## config.mk

```make
export PLATFORM = sky130hd
export DESIGN_NAME = adc_startup_seq
export DESIGN_NICKNAME = d
export VERILOG_FILES = /design/src/rtl/adcseq_pkg.sv /design/src/rtl/adc_startup_dp.sv /design/src/rtl/adc_startup_ctrl.sv /design/src/rtl/adc_startup_seq.sv
export SDC_FILE = /design/constraint.sdc
export NUM_CORES = 1
export LEC_CHECK = 0
export BUFFER_PORTS_ARGS = -buffer_cell sky130_fd_sc_hd__buf_2
export CORE_UTILIZATION = 35
export CTS_BUF_LIST = sky130_fd_sc_hd__clkbuf_8
export DETAILED_ROUTE_END_ITERATION = 12
export PLACE_DENSITY = 0.49
export REMOVE_ABC_BUFFERS = 1
export SKIP_CTS_REPAIR_TIMING = 1
export SYNTH_ARGS = -nofsm -noshare
export SYNTH_HDL_FRONTEND = slang
export SYNTH_SLANG_ARGS = --single-unit
```

## constraint.sdc

```tcl
create_clock -name clk -period 3.2 [get_ports clk]
set_clock_uncertainty 0.1 [all_clocks]
set_input_delay 0 -clock clk [delete_from_list [all_inputs] [get_ports clk]]
set_output_delay 0 -clock clk [all_outputs]
set_load 0.05 [all_outputs]
```

## src/rtl/adcseq_pkg.sv

```systemverilog
package adcseq_pkg;

  typedef enum logic [1:0] {
    RATIO_NONE = 2'd0,
    RATIO_256  = 2'd1,
    RATIO_384  = 2'd2,
    RATIO_512  = 2'd3
  } ratio_e;

  typedef enum logic [2:0] {
    ST_PWRDN,
    ST_MINIT,
    ST_SWAIT,
    ST_SMEAS,
    ST_SETTLE,
    ST_RUN
  } seqState_e;

  // strobes from the sequencer control into the datapath
  typedef struct packed {
    logic clrCnt;
    logic latchMode;
    logic startLrck;
    logic latchRatio;
    logic flagErr;
    logic clrSettle;
    logic countFrames;
  } seqStrobe_t;

endpackage

```

## src/rtl/adc_startup_dp.sv

```systemverilog
module adc_startup_dp
  import adcseq_pkg::*;
#(
  parameter int SETTLE_FRAMES = 11265,
  parameter int WDOG_LIMIT    = 64,
  parameter int PRESENT_EDGES = 4,
  parameter int LRCK_TIMEOUT  = 1024,
  parameter int TOL           = 2,
  localparam int CNT_W = $clog2(LRCK_TIMEOUT) + 1,
  localparam int SET_W = $clog2(SETTLE_FRAMES + 1),
  localparam int WD_W  = $clog2(WDOG_LIMIT + 1),
  localparam int PE_W  = $clog2(PRESENT_EDGES + 1)
) (
  input  logic             clk,
  input  logic             rstN,
  input  logic             mclkIn,
  input  logic             lrckIn,
  input  logic             strapIn,
  input  seqStrobe_t       stb,
  output logic             mclkPresent,
  output logic             mclkRise,
  output logic             lrckRise,
  output logic [CNT_W-1:0] mclkCnt,
  output logic             strapLvl,
  output logic             ratioOk,
  output logic             settleDone,
  output logic             modeMaster,
  output ratio_e           ratioQ,
  output logic             ratioErr,
  output logic             lrckOut
);

  localparam int DIV_W = 8;  // master divide by 256

  // three-stage capture: two for metastability, one for edge detect
  logic [2:0] rawIn, syncA, syncB, syncC;
  assign rawIn = {strapIn, lrckIn, mclkIn};

  always_ff @(posedge clk or negedge rstN) begin
    if (!rstN) begin
      syncA <= '0;
      syncB <= '0;
      syncC <= '0;
    end else begin
      syncA <= rawIn;
      syncB <= syncA;
      syncC <= syncB;
    end
  end

  assign mclkRise = syncB[0] & ~syncC[0];
  assign lrckRise = syncB[1] & ~syncC[1];
  assign strapLvl = syncB[2];

  // master clock activity watchdog
  logic [WD_W-1:0] gapCnt;
  logic [PE_W-1:0] edgeCnt;

  always_ff @(posedge clk or negedge rstN) begin
    if (!rstN) begin
      gapCnt      <= '0;
      edgeCnt     <= '0;
      mclkPresent <= 1'b0;
    end else begin
      if (mclkRise) begin
        gapCnt <= '0;
        if (edgeCnt != PE_W'(PRESENT_EDGES)) edgeCnt <= edgeCnt + 1'b1;
      end else if (gapCnt == WD_W'(WDOG_LIMIT)) begin
        if (!mclkPresent) edgeCnt <= '0;
      end else begin
        gapCnt <= gapCnt + 1'b1;
      end
      if (edgeCnt == PE_W'(PRESENT_EDGES)) mclkPresent <= 1'b1;
    end
  end

  // master clock edge counter, saturating
  always_ff @(posedge clk or negedge rstN) begin
    if (!rstN) mclkCnt <= '0;
    else if (stb.clrCnt) mclkCnt <= '0;
    else if (mclkRise && !(&mclkCnt)) mclkCnt <= mclkCnt + 1'b1;
  end

  // ratio classification against the three legal windows
  logic [2:0] hit;
  for (genvar g = 0; g < 3; g++) begin : g_window
    localparam int TARGET = 256 + 128 * g;
    assign hit[g] = ({1'b0, mclkCnt} + (CNT_W+1)'(TOL) >= (CNT_W+1)'(TARGET)) &&
                    ({1'b0, mclkCnt} <= (CNT_W+1)'(TARGET + TOL));
  end

  ratio_e ratioNow;
  always_comb begin
    if (hit[2])      ratioNow = RATIO_512;
    else if (hit[1]) ratioNow = RATIO_384;
    else if (hit[0]) ratioNow = RATIO_256;
    else             ratioNow = RATIO_NONE;
  end
  assign ratioOk = |hit;

  // mode latch, once per reset
  logic modeDone;
  always_ff @(posedge clk or negedge rstN) begin
    if (!rstN) begin
      modeMaster <= 1'b0;
      modeDone   <= 1'b0;
    end else if (stb.latchMode && !modeDone) begin
      modeMaster <= ~strapLvl;
      modeDone   <= 1'b1;
    end
  end

  always_ff @(posedge clk or negedge rstN) begin
    if (!rstN) begin
      ratioQ   <= RATIO_NONE;
      ratioErr <= 1'b0;
    end else if (stb.latchRatio) begin
      ratioQ   <= modeMaster ? RATIO_256 : ratioNow;
      ratioErr <= 1'b0;
    end else if (stb.flagErr) begin
      ratioErr <= 1'b1;
    end
  end

  // master frame divider
  logic             lrckRun;
  logic [DIV_W-1:0] divCnt;
  always_ff @(posedge clk or negedge rstN) begin
    if (!rstN) begin
      lrckRun <= 1'b0;
      divCnt  <= '0;
    end else begin
      if (stb.startLrck) lrckRun <= 1'b1;
      if (lrckRun && mclkRise) divCnt <= divCnt + 1'b1;
    end
  end
  assign lrckOut = divCnt[DIV_W-1];

  // settling frame counter
  logic             frameTick;
  logic [SET_W-1:0] settleCnt;
  assign frameTick  = modeMaster ? (lrckRun && mclkRise && (&divCnt)) : lrckRise;
  assign settleDone = (settleCnt == SET_W'(SETTLE_FRAMES));

  always_ff @(posedge clk or negedge rstN) begin
    if (!rstN) settleCnt <= '0;
    else if (stb.clrSettle) settleCnt <= '0;
    else if (stb.countFrames && frameTick && !settleDone) settleCnt <= settleCnt + 1'b1;
  end

  a_r3_mode_frozen: assert property (@(posedge clk) disable iff (!rstN)
    modeDone |=> (modeDone && $stable(modeMaster)));

  a_r4_lrck_follows_mclk: assert property (@(posedge clk) disable iff (!rstN)
    (lrckOut != $past(lrckOut)) |-> $past(mclkRise));

  a_r11_slave_lrck_quiet: assert property (@(posedge clk) disable iff (!rstN)
    (modeDone && !modeMaster) |-> !lrckOut);

endmodule

```

## src/rtl/adc_startup_ctrl.sv

```systemverilog
module adc_startup_ctrl
  import adcseq_pkg::*;
#(
  parameter int LRCK_TIMEOUT      = 1024,
  parameter int MASTER_INIT_EDGES = 127,
  localparam int CNT_W = $clog2(LRCK_TIMEOUT) + 1
) (
  input  logic             clk,
  input  logic             rstN,
  input  logic             mclkPresent,
  input  logic             mclkRise,
  input  logic             lrckRise,
  input  logic [CNT_W-1:0] mclkCnt,
  input  logic             strapLvl,
  input  logic             ratioOk,
  input  logic             settleDone,
  output seqStrobe_t       stb,
  output logic             refEn,
  output logic             ready
);

  seqState_e st, nxt;
  logic      lrckLost;
  assign lrckLost = (mclkCnt >= CNT_W'(LRCK_TIMEOUT));

  always_comb begin
    stb = '0;
    nxt = st;
    case (st)
      ST_PWRDN: if (mclkPresent) begin
        stb.latchMode = 1'b1;
        stb.clrCnt    = 1'b1;
        nxt = strapLvl ? ST_SWAIT : ST_MINIT;
      end
      ST_MINIT: if (mclkRise && mclkCnt == CNT_W'(MASTER_INIT_EDGES - 1)) begin
        stb.startLrck  = 1'b1;
        stb.latchRatio = 1'b1;
        stb.clrSettle  = 1'b1;
        nxt = ST_SETTLE;
      end
      ST_SWAIT: begin
        if (lrckRise) begin
          stb.clrCnt = 1'b1;
          nxt = ST_SMEAS;
        end else if (lrckLost) begin
          stb.clrCnt = 1'b1;
        end
      end
      ST_SMEAS: begin
        if (lrckRise) begin
          if (ratioOk) begin
            stb.latchRatio = 1'b1;
            stb.clrSettle  = 1'b1;
            nxt = ST_SETTLE;
          end else begin
            stb.flagErr = 1'b1;
            stb.clrCnt  = 1'b1;
          end
        end else if (lrckLost) begin
          stb.clrCnt = 1'b1;
          nxt = ST_SWAIT;
        end
      end
      ST_SETTLE: begin
        stb.countFrames = 1'b1;
        if (settleDone) nxt = ST_RUN;
      end
      ST_RUN:  nxt = ST_RUN;
      default: nxt = ST_PWRDN;
    endcase
  end

  always_ff @(posedge clk or negedge rstN) begin
    if (!rstN) begin
      st    <= ST_PWRDN;
      refEn <= 1'b0;
      ready <= 1'b0;
    end else begin
      st <= nxt;
      if (stb.latchRatio) refEn <= 1'b1;
      if (st == ST_SETTLE && settleDone) ready <= 1'b1;
    end
  end

  a_r10_ready_sticky: assert property (@(posedge clk) disable iff (!rstN)
    ready |=> ready);

  a_r9_ready_needs_ref: assert property (@(posedge clk) disable iff (!rstN)
    ready |-> refEn);

  a_r2_ref_needs_clock: assert property (@(posedge clk) disable iff (!rstN)
    refEn |-> mclkPresent);

endmodule

```

## src/rtl/adc_startup_seq.sv

```systemverilog
module adc_startup_seq
  import adcseq_pkg::*;
#(
  parameter int SETTLE_FRAMES     = 11265,
  parameter int WDOG_LIMIT        = 64,
  parameter int PRESENT_EDGES     = 4,
  parameter int LRCK_TIMEOUT      = 1024,
  parameter int RATIO_TOL         = 2,
  parameter int MASTER_INIT_EDGES = 127
) (
  input  logic       clk,
  input  logic       rstN,
  input  logic       mclkIn,
  input  logic       lrckIn,
  input  logic       strapIn,
  output logic       lrckOut,
  output logic       masterMode,
  output logic [1:0] ratioCode,
  output logic       ratioErr,
  output logic       refEn,
  output logic       dataHold,
  output logic       holdLevel,
  output logic       ready
);

  localparam int CNT_W = $clog2(LRCK_TIMEOUT) + 1;

  seqStrobe_t       stb;
  logic             mclkPresent, mclkRise, lrckRise, strapLvl, ratioOk, settleDone;
  logic [CNT_W-1:0] mclkCnt;
  ratio_e           ratioQ;

  adc_startup_dp #(
    .SETTLE_FRAMES(SETTLE_FRAMES),
    .WDOG_LIMIT   (WDOG_LIMIT),
    .PRESENT_EDGES(PRESENT_EDGES),
    .LRCK_TIMEOUT (LRCK_TIMEOUT),
    .TOL          (RATIO_TOL)
  ) u_dp (
    .clk        (clk),
    .rstN       (rstN),
    .mclkIn     (mclkIn),
    .lrckIn     (lrckIn),
    .strapIn    (strapIn),
    .stb        (stb),
    .mclkPresent(mclkPresent),
    .mclkRise   (mclkRise),
    .lrckRise   (lrckRise),
    .mclkCnt    (mclkCnt),
    .strapLvl   (strapLvl),
    .ratioOk    (ratioOk),
    .settleDone (settleDone),
    .modeMaster (masterMode),
    .ratioQ     (ratioQ),
    .ratioErr   (ratioErr),
    .lrckOut    (lrckOut)
  );

  adc_startup_ctrl #(
    .LRCK_TIMEOUT     (LRCK_TIMEOUT),
    .MASTER_INIT_EDGES(MASTER_INIT_EDGES)
  ) u_ctrl (
    .clk        (clk),
    .rstN       (rstN),
    .mclkPresent(mclkPresent),
    .mclkRise   (mclkRise),
    .lrckRise   (lrckRise),
    .mclkCnt    (mclkCnt),
    .strapLvl   (strapLvl),
    .ratioOk    (ratioOk),
    .settleDone (settleDone),
    .stb        (stb),
    .refEn      (refEn),
    .ready      (ready)
  );

  assign ratioCode = ratioQ;
  assign holdLevel = ~masterMode;
  assign dataHold  = ~ready;

  a_r7_err_blocks_ref: assert property (@(posedge clk) disable iff (!rstN)
    ratioErr |-> !refEn);

endmodule

```

======== Word level (Yosys, flattened, before mapping) ========
Index checks and enable logic that the tools add are counted.
word-level totals
  flip-flop bits (word level) ............. 63
  word-level logic and storage cells ...... 122
cells by class
  $add $sub $neg .......................... 6
  $lt $le $gt $ge ......................... 7
  equal/unequal tests ..................... 19
  muxes and demuxes ....................... 42
  bitwise gates (word level) .............. 7
  reduce and logical (&&, ||, !) cells .... 24
operators with widths
  operator                                                             number
  two-way mux 3 bit                                                    12
  two-way mux 14 bit                                                   2
  greater-or-equal comparator 12 x 9 -> 1 bit, second input constant   2
  <= comparator 11 x 9 -> 1 bit, second input constant                 2
  two-way mux 11 bit                                                   2
  case mux 3 bit (6 select lines)                                      1
  adder 14 x 1 -> 14 bit, second input constant                        1
  == test 14 bit, second input constant                                1
  two-way mux 1 bit                                                    14
  two-way mux 7 bit                                                    2
  adder 11 x 2 -> 12 bit, second input constant                        1
  greater-or-equal comparator 12 x 10 -> 1 bit, second input constant  1
  two-way mux 2 bit                                                    6
  adder 11 x 1 -> 11 bit, second input constant                        1
  == test 11 x 7 -> 1 bit, second input constant                       1
  greater-or-equal comparator 11 bit, second input constant            1
  <= comparator 11 x 10 -> 1 bit, second input constant                1
  logical AND 1 bit                                                    11
  AND reduction 11 bit                                                 1
  == test 3 bit, second input constant                                 3
  adder 8 x 1 -> 8 bit, second input constant                          1
  != test 2 x 1 -> 1 bit, second input constant                        4
  AND reduction 8 bit                                                  1
  nonzero test 2 bit                                                   4
  17 further kinds                                                     29

======== Logic depth before layout (Yosys ltp) ========
Gate-level depths: netlist of run 1.
  word-level depth ........................ 9
  mapped depth ............................ 10
  depth with buffers taken out ............ 8

======== Modules after synthesis ========
A second synthesis of run 1 with hierarchy kept.
second synthesis, totals
  cells, all modules ...................... 321
  area, all modules ....................... 3240.6 µm²
modules (own cells, without submodules)
  module            times used  cells an instance  area each (µm²)
  adc_startup_dp    1           277                2846.5
  adc_startup_ctrl  1           42                 386.6
  adc_startup_seq   1           2                  7.5

======== Worst setup path before layout of run 1 ========
OpenSTA, ideal clock, no wires.
  kind .................................... reg-to-reg
  start ................................... register u_dp.modeMaster
  end ..................................... register u_dp.settleCnt[5]
  arrival ................................. 2145 ps
  data required time ...................... 2974 ps
  setup slack ............................. 829 ps
  cell stages (with the launch flop) ...... 7
  path buffers ............................ 0
  cells stage by stage .................... dfrtp_1 > inv_1 > nor4_1 > o2111ai_1 > nor2_1 > xnor2_1 > nor2_1
between the ends
  word-level cells in the longest chain between the ends .. 4
RTL lines
  what                                 RTL line               source
  start, declared                      adc_startup_dp.sv:27   output logic modeMaster,
  start signal, assigned               adc_startup_dp.sv:108  modeMaster <= ~strapLvl;
  two-way mux 1 bit                    adc_startup_dp.sv:142  assign frameTick = modeMaster ? (lrckRun && mclkRise && (&divCnt)) : lrckRise;
  logical AND 1 bit (2 in series)      adc_startup_dp.sv:148  else if (stb.countFrames && frameTick && !settleDone) settleCnt <= settleCnt + 1'b1;
  nonzero test 2 bit (no source line)  n/a
  end signal, assigned                 adc_startup_dp.sv:148
  end, declared                        adc_startup_dp.sv:141  logic [SET_W-1:0] settleCnt;
Every way passes these cells.
A chain may end at the register's enable or synchronous reset.

======== Worst setup path after layout of run 1 ========
  start ................................... register u_dp.mclkCnt[2]
  end ..................................... register u_dp.ratioQ[1]
between the ends
  word-level cells in the longest chain between the ends .. 7
  elaborated cells between the ends (all ways) .. 20
  those cells by class .................... 1 x add/sub; 6 x order compare; 1 x eq/ne; 7 x mux; 5 x reduce/logical
RTL lines
  what                                                                                                         RTL line                source
  start, declared                                                                                              adc_startup_dp.sv:23    output logic [CNT_W-1:0] mclkCnt,
  start signal, assigned                                                                                       adc_startup_dp.sv:81    else if (mclkRise && !(&mclkCnt)) mclkCnt <= mclkCnt + 1'b1;
  adder 11 x 2 -> 12 bit                                                                                       adc_startup_dp.sv:88    assign hit[g] = ({1'b0, mclkCnt} + (CNT_W+1)'(TOL) >= (CNT_W+1)'(TARGET)) &&
  greater-or-equal comparator 12 x 9 -> 1 bit or greater-or-equal comparator 12 x 10 -> 1 bit (tied branches)  adc_startup_dp.sv:88
  logical AND 1 bit                                                                                            adc_startup_dp.sv:88
  OR reduction 3 bit                                                                                           adc_startup_dp.sv:99    assign ratioOk = |hit;
  two-way mux 1 bit                                                                                            adc_startup_ctrl.sv:51  if (ratioOk) begin
  two-way mux 3 bit                                                                                            adc_startup_ctrl.sv:50  if (lrckRise) begin
  case mux 1 bit (2 select lines)                                                                              adc_startup_ctrl.sv:29  case (st)
  end signal, assigned                                                                                         adc_startup_dp.sv:118   ratioQ <= modeMaster ? RATIO_256 : ratioNow;
  end, declared                                                                                                adc_startup_dp.sv:28    output ratio_e ratioQ,
Several ways; a longest one is shown, not always the timed one.

==> results.txt, run 1 <==
outcome -> completed
initial core utilization -> 36.5%
Post-synth EDFFs -> 0
Yosys warnings -> 0
DRT iter0 DRCs -> 86
Yosys reg bits -> 63
critical path's slowest cell -> dfrtp_1
met3 Usage GRT -> 2.79%
Most used DFF post-synth -> dfrtp_1
commonest non-fill, non-tap cell in the layout -> dfrtp_1
CP Buf/Inv Count -> 0
startpoint types -> register
Cell variety after synth -> 59
post-synthesis sequential area ratio -> 49.1%
total power -> 2.41 mW
kind of critical path -> reg2reg
grt ovf -> 0
vias per cell -> 5.02
antenna violations before repair -> 0
number of global-route vias before repair -> 2380
first-pass GRT wire length -> 11200 microns
GR Layer Usage met1 -> 19.6%
PortBufs -> 13
chip height -> 97.8 microns
Synth async-reset ratio -> 100%
P&R area growth vs syn -> 14.5%
Mapped Area -> 3210 sq um
Reg clk slew, reported paths -> 80 ps
Die Area -> 9570 sq um
r2r setup slk -> 590 ps
Routed Antenna Nets -> 0
RePlAce Congestion -> 0.802
number of max-cap violations -> 0
Final HPWL DP -> 4360 microns
core area -> 8810 sq um
commonest non-fill, non-tap cells in the layout -> dfrtp_1 (63), nor2_1 (50), nand2_1 (21)
endpoints failing hold -> 0
post-DR wirelength/cell -> 14.0 microns
Slew Limit Fails -> 0
all-layer global routing usage -> 14.9%
Num Clock Sinks -> 63
WP data arrival -> 2740 ps
Worst Path Max Fanout -> 17
worst min-delay path class -> in2async
CTS Root Cell -> clkbuf_8
Core Rows -> 34
worst-skew pair later-pin latency -> 350 ps
setup TNS -> 0 ps
critical path endpoint category -> register
pwr/cell area -> 654 nW/um^2
crit path time final -> 2610 ps
global routing usage on met2 -> 23.6%
post-route clock period utilization -> 81.6%
Fin Hold WS -> 93.1 ps
CTS Buffer Depth -> 2
Req. time, crit path -> 3330 ps
CTS HTree Levels -> 3
Ant. Diodes -> 0
Max IR drop VDD -> 357 uV
Peak Freq -> 0.383 GHz
fill cell count -> 852
most used routing layer -> met2
worst slew pin tran -> 678 ps
worst path cell trace -> ha_1 -> nand2_1 -> o32ai_2 -> nor2_1 -> o21ai_4 -> mux2_1
RSZ-0062 raised after global routing -> false
Die Width -> 97.8 microns
DR vias -> 2271
RR Endpoint -> u_dp.ratioQ[1]
top cell family by delay on the critical path -> compound AO/OA/AOI/OAI gates
CTS tree -> built
Register-to-Register Path Depth -> 6
Final setup viols -> 0
final wirelength -> 6310 microns
Worst R2R Start -> u_dp.mclkCnt[2]
cells after synthesis -> 317
TritonCTS buffer count -> 9
share of cells above drive strength 1 -> 12.8%
layout net count -> 357
Slew HR -> 54.4%
slowest stage delay, CP -> 510 ps
drt first pass iters -> 4
Residual DRC -> 0
syn_area_per_cell -> 10.1 sq um
largest net degree at the start of global routing -> 40
LEAKAGE -> 1.66 nW
Top Ports -> 14
## metal layers
layer  part of all wire (%)  up-vias
li1                       -     1128
met1                     50     1105
met2                     45       25
met3                    2.6       13
met4                    2.2        0
met5                      0        -
## logic make-up after synthesis
kind of cell	share of synthesized area (%)
compound gates	9.74
xor+xnor	9.54
fa+ha+maj	5.06
buf+inv	3.04
flops	49.1
mux	1.05
simple gates	22.5
## worst max-delay path by stage
stage	start	to	cells after the start
2_1_floorplan	u_dp.mclkCnt[9]	u_dp.ratioQ[1]	6
3_3_place_gp	u_dp.mclkCnt[9]	u_dp.ratioQ[1]	6
3_5_place_dp	u_dp.mclkCnt[9]	u_dp.ratioQ[1]	6
4_1_cts	u_dp.mclkCnt[9]	u_dp.ratioQ[1]	6
5_1_grt	u_dp.mclkCnt[2]	u_dp.ratioQ[1]	6
6_report	u_dp.mclkCnt[2]	u_dp.ratioQ[1]	6
## cell usage after synthesis, drive strengths merged, types with 4 or more instances
cell type,count,area [sq um]
dfrtp,63,1580
nand3,11,55.1
inv,14,52.6
and3,8,50.1
nor2b,9,56.3
nand2,21,78.8
o21ai,7,46.3
xor2,17,149
nor4,4,25.0
nand4,10,62.6
xnor2,18,158
nand2b,5,31.3
and2,4,26.3
a21oi,7,35.0
buf,5,33.8
nor3,6,30.0
ha,13,163
nor2,51,194
## report_power, final
part	switching, mW	internal (mW)
sequential	0.122	0.889
combinational	0.315	0.194
clock	0.326	0.560
total	0.762	1.64
## worst reg2reg max path, stage by stage (launching register included)
cell and delay (ps):
dfrtp_1 510, ha_1 300, nand2_1 170, o32ai_2 500
nor2_1 150, o21ai_4 390, mux2_1 370
## state kept, by name, indices dropped and copies added (netlist names)
| register | count |
|---|---|
| u_ctrl.ready | 1 |
| u_ctrl.refEn | 1 |
| u_ctrl.st | 3 |
| u_dp.divCnt | 8 |
| u_dp.edgeCnt | 3 |
| u_dp.gapCnt | 7 |
| u_dp.lrckRun | 1 |
| u_dp.mclkCnt | 11 |
| u_dp.mclkPresent | 1 |
| u_dp.modeDone | 1 |
| u_dp.modeMaster | 1 |
| u_dp.ratioErr | 1 |
| u_dp.ratioQ | 2 |
| u_dp.settleCnt | 14 |
| u_dp.syncA | 3 |
| u_dp.syncB | 3 |
| u_dp.syncC | 2 |
## through the flow
stage,std cells,setup WS (ps),utilization [%],area [sq um]
6_report,452,587,41.8,3680
5_1_grt,452,372,41.8,3680
4_1_cts,448,578,41.3,3640
3_5_place_dp,432,577,38.4,3380
3_3_place_gp,432,628,38.4,3380
2_1_floorplan,309,811,-,3170
## area by class of cell
type	instances	area, sq um	area share (%)
flip-flops and latches	63	1580	42.9
multi-input cells	232	1540	41.8
clock buffers	11	151	4.12
well taps	108	135	3.67
repair buffers	19	120	3.27
clock inverters	5	104	2.82
inverters	14	52.6	1.43
(Power assumes the default switching activity.)
==> run 2, diff against run 1 <==
Settings changed: ABC_AREA set to 1, PLACE_DENSITY 0.49 to 0.51.
Clock period 3.2 ns to 2.2 ns, I/O delays scaled along.
==> run 2 against run 1 <==
Total power rose by 74%; critical path depth rose by 6; first-iteration DRC count rose by 92%; design area rose by 15%; critical path type unchanged.
==> results.txt, run 2 <==
Levels on crit path -> 12 (was 6)
PortBufs -> 13 (unchanged)
DP Area -> 3820 sq um (was 3380 sq um)
critical path endpoint category -> register (unchanged)
Reg clk slew, reported paths -> 80 ps (about the same)
Final setup viols -> 0 (unchanged)
Synth top cells by count -> nand2_1 (91), nor2_1 (64), dfrtp_1 (63) (was dfrtp_1 (63), nor2_1 (50), nand2_1 (21))
endpoints failing hold -> 0 (unchanged)
outcome -> completed (unchanged)
critical path's slowest cell -> dfrtp_1 (unchanged)
number of global-route vias before repair -> 2692 (was 2380)
placed insts -> 590 (was 432)
Yosys reg bits -> 63 (unchanged)
Final HPWL DP -> 5090 microns (was 4360 microns)
Mapped Area -> 3500 sq um (was 3210 sq um)
fin cells -> 619 (was 452)
crit path time final -> 2050 ps (was 2610 ps)
Largest Register -> u_dp.settleCnt (unchanged)
Slew Limit Fails -> 0 (unchanged)
kind of critical path -> reg2reg (unchanged)
Slew HR -> 71.8% (was 54.4%)
CTS Root Cell -> clkbuf_8 (unchanged)
Cell variety after synth -> 35 (was 59)
layout net count -> 499 (was 357)
final wirelength -> 7170 microns (was 6310 microns)
antenna violations before repair -> 0 (unchanged)
RR Endpoint -> u_ctrl.refEn (was u_dp.ratioQ[1])
max FFs per register -> 14 (unchanged)
Synth async-reset ratio -> 100% (unchanged)
first-pass GRT wire length -> 12300 microns (was 11200 microns)
DR vias -> 2869 (was 2271)
Die Width -> 102 microns (was 97.8 microns)
r2r setup slk -> 150 ps (was 590 ps)
CTS Buffer Depth -> 2 (unchanged)
post-synthesis sequential area ratio -> 45.0% (was 49.1%)
Most used DFF post-synth -> dfrtp_1 (unchanged)
post-DR wirelength/cell -> 11.6 microns (was 14.0 microns)
cells after synthesis -> 434 (was 317)
Yosys warnings -> 0 (unchanged)
Setup WS pre-CTS -> 61.4 ps (was 577 ps)
Routed Antenna Nets -> 0 (unchanged)
vias per cell -> 4.63 (was 5.02)
Req. time, crit path -> 2340 ps (was 3330 ps)
drt first pass iters -> 4 (unchanged)
chip height -> 102 microns (was 97.8 microns)
worst min-delay path class -> in2async (unchanged)
initial core utilization -> 36.0% (was 36.5%)
all-layer global routing usage -> 15.4% (was 14.9%)
Register-to-Register Path Depth -> 12 (was 6)
Area contributors post-synth -> dfrtp_1 (45%), nand2_1 (9.8%), nor2_1 (6.9%) (was dfrtp_1 (49%), nor2_1 (5.8%), ha_1 (5.1%))
Ant. Diodes -> 0 (unchanged)
setup ws final -> 152 ps (was 587 ps)
Peak Freq -> 0.488 GHz (was 0.383 GHz)
fin area -> 4240 sq um (was 3680 sq um)
largest net degree at the start of global routing -> 64 (was 40)
total power -> 4.19 mW (was 2.41 mW)
share of cells above drive strength 1 -> 19.1% (was 12.8%)
core area -> 9730 sq um (was 8810 sq um)
WP data arrival -> 2190 ps (was 2740 ps)
RSZ-0062 raised after global routing -> true (was false)
P&R area growth vs syn -> 21.0% (was 14.5%)
worst path cell trace -> nand2_1 -> nor2_1 -> nand3_2 -> nand2_1 -> nand2_1 -> nor2_2 -> nand2_1 -> nand2_2 -> nand3_4 -> nand2_4 -> nand2_8 -> or2_1 (was ha_1 -> nand2_1 -> o32ai_2 -> nor2_1 -> o21ai_4 -> mux2_1)
pwr/cell area -> 988 nW/um^2 (was 654 nW/um^2)
Critical Path Most Common Cell -> nand2_1
number of max-cap violations -> 0 (unchanged)
syn_area_per_cell -> 8.07 sq um (was 10.1 sq um)
LEAKAGE -> 2.10 nW (was 1.66 nW)
Core Rows -> 36 (was 34)
commonest non-fill, non-tap cell in the layout -> nand2_1 (was dfrtp_1)
startpoint types -> register (unchanged)
Worst Path Max Fanout -> 11 (was 17)
post-route clock period utilization -> 93.1% (was 81.6%)
fill cell count -> 1018 (was 852)
Post-synth EDFFs -> 0 (unchanged)
CP Buf/Inv Count -> 0 (unchanged)
grt ovf -> 0 (unchanged)
area share of the largest cell type after synthesis -> 45.0% (was 49.1%)
Max IR drop VDD -> 537 uV (was 357 uV)
Largest regs -> u_dp.settleCnt: 14 flops, u_dp.mclkCnt: 11 flops, u_dp.divCnt: 8 flops (unchanged)
Top Ports -> 14 (unchanged)
commonest non-fill, non-tap cells in the layout -> nand2_1 (91), nor2_1 (60), inv_1 (59), dfrtp_1 (59), nand3_1 (33) (was dfrtp_1 (63), nor2_1 (50), nand2_1 (21))
DRT iter0 DRCs -> 165 (was 86)
TritonCTS buffer count -> 9 (unchanged)
Num Clock Sinks -> 63 (unchanged)
Die Area -> 10400 sq um (was 9570 sq um)
slowest stage delay, CP -> 460 ps (was 510 ps)
worst slew pin tran -> 420 ps (was 678 ps)
Worst R2R Start -> u_dp.mclkCnt[9] (was u_dp.mclkCnt[2])
top cell family by delay on the critical path -> simple AND/OR/NAND/NOR gates (was compound AO/OA/AOI/OAI gates)
CTS tree -> built (unchanged)
Residual DRC -> 0 (unchanged)
dominant cell by count in the synthesized netlist -> nand2_1 (was dfrtp_1)
worst-skew pair later-pin latency -> 350 ps (about the same)
RePlAce Congestion -> 0.868 (was 0.802)
CTS HTree Levels -> 3 (unchanged)
cell accounting for the most synthesized area -> dfrtp_1 (unchanged)
run 2: kinds of logic after synthesis:
family          Yosys count  synth area share, %
simple gates            244                 33.0
flops                    63                 45.0
buf+inv                  61                 6.97
compound gates           33                 5.29
xor+xnor                 19                 4.75
fa+ha+maj                13                 4.65
mux                       1                0.322
run 2: area by class of cell:
type | instances | area, sq um | share of cell area, %
multi-input combinational | 310 | 1730 | 40.8
clock buffer | 9 | 124 | 2.92
sequential | 63 | 1580 | 37.3
timing repair buffer | 38 | 288 | 6.79
tap | 133 | 166 | 3.93
inverter | 59 | 221 | 5.23
clock inverter | 7 | 128 | 3.01
run 2: metrics by stage:
stage | util, % | hold WS (ps) | TNS, ps
finish | 43.5 | 80.4 | 0
floorplan | - | -396 | 0
detailed placement | 39.3 | -51.4 | 0
global placement | 39.3 | -59.3 | 0
global route | 43.5 | 108 | -43.4
CTS | 41.9 | -440 | 0
run 2: worst register-to-register path, stage by stage (launching register included):
cell	delay [ps]
dfrtp_1	460
nand2_1	100
nor2_1	180
nand3_2	90
nand2_1	60
nand2_1	60
nor2_2	140
nand2_1	80
nand2_2	110
nand3_4	100
nand2_4	130
nand2_8	110
or2_1	220
run 2: where the power goes:
group / internal, mW / total, mW / switching (mW)
registers: 1.34 / 1.52 / 0.176
clock network: 0.770 / 1.28 / 0.515
logic: 0.520 / 1.39 / 0.866
total: 2.63 / 4.19 / 1.56
run 2: how the worst max path moves through the flow:
stage / start / slack (ps) / to
3_3_place_gp: u_dp.mclkCnt[1] / 60 / u_ctrl.refEn
5_1_grt: u_dp.mclkCnt[6] / -10 / u_ctrl.refEn
4_1_cts: u_dp.mclkCnt[1] / 40 / u_ctrl.refEn
3_5_place_dp: u_dp.mclkCnt[1] / 60 / u_ctrl.refEn
6_report: u_dp.mclkCnt[9] / 150 / u_ctrl.refEn
2_1_floorplan: u_dp.modeMaster / 9 / u_dp.settleCnt[12]
run 2: metal layers:
layer	vias to the layer above	global-route usage [%]	wire length (microns)	part of all wire [%]
met3	11	4.17	260	3.6
met5	-	0	0	0
met1	1332	20.7	3570	50
li1	1477	-	-	-
met2	49	23.3	3230	45
met4	0	6.59	105	1.5
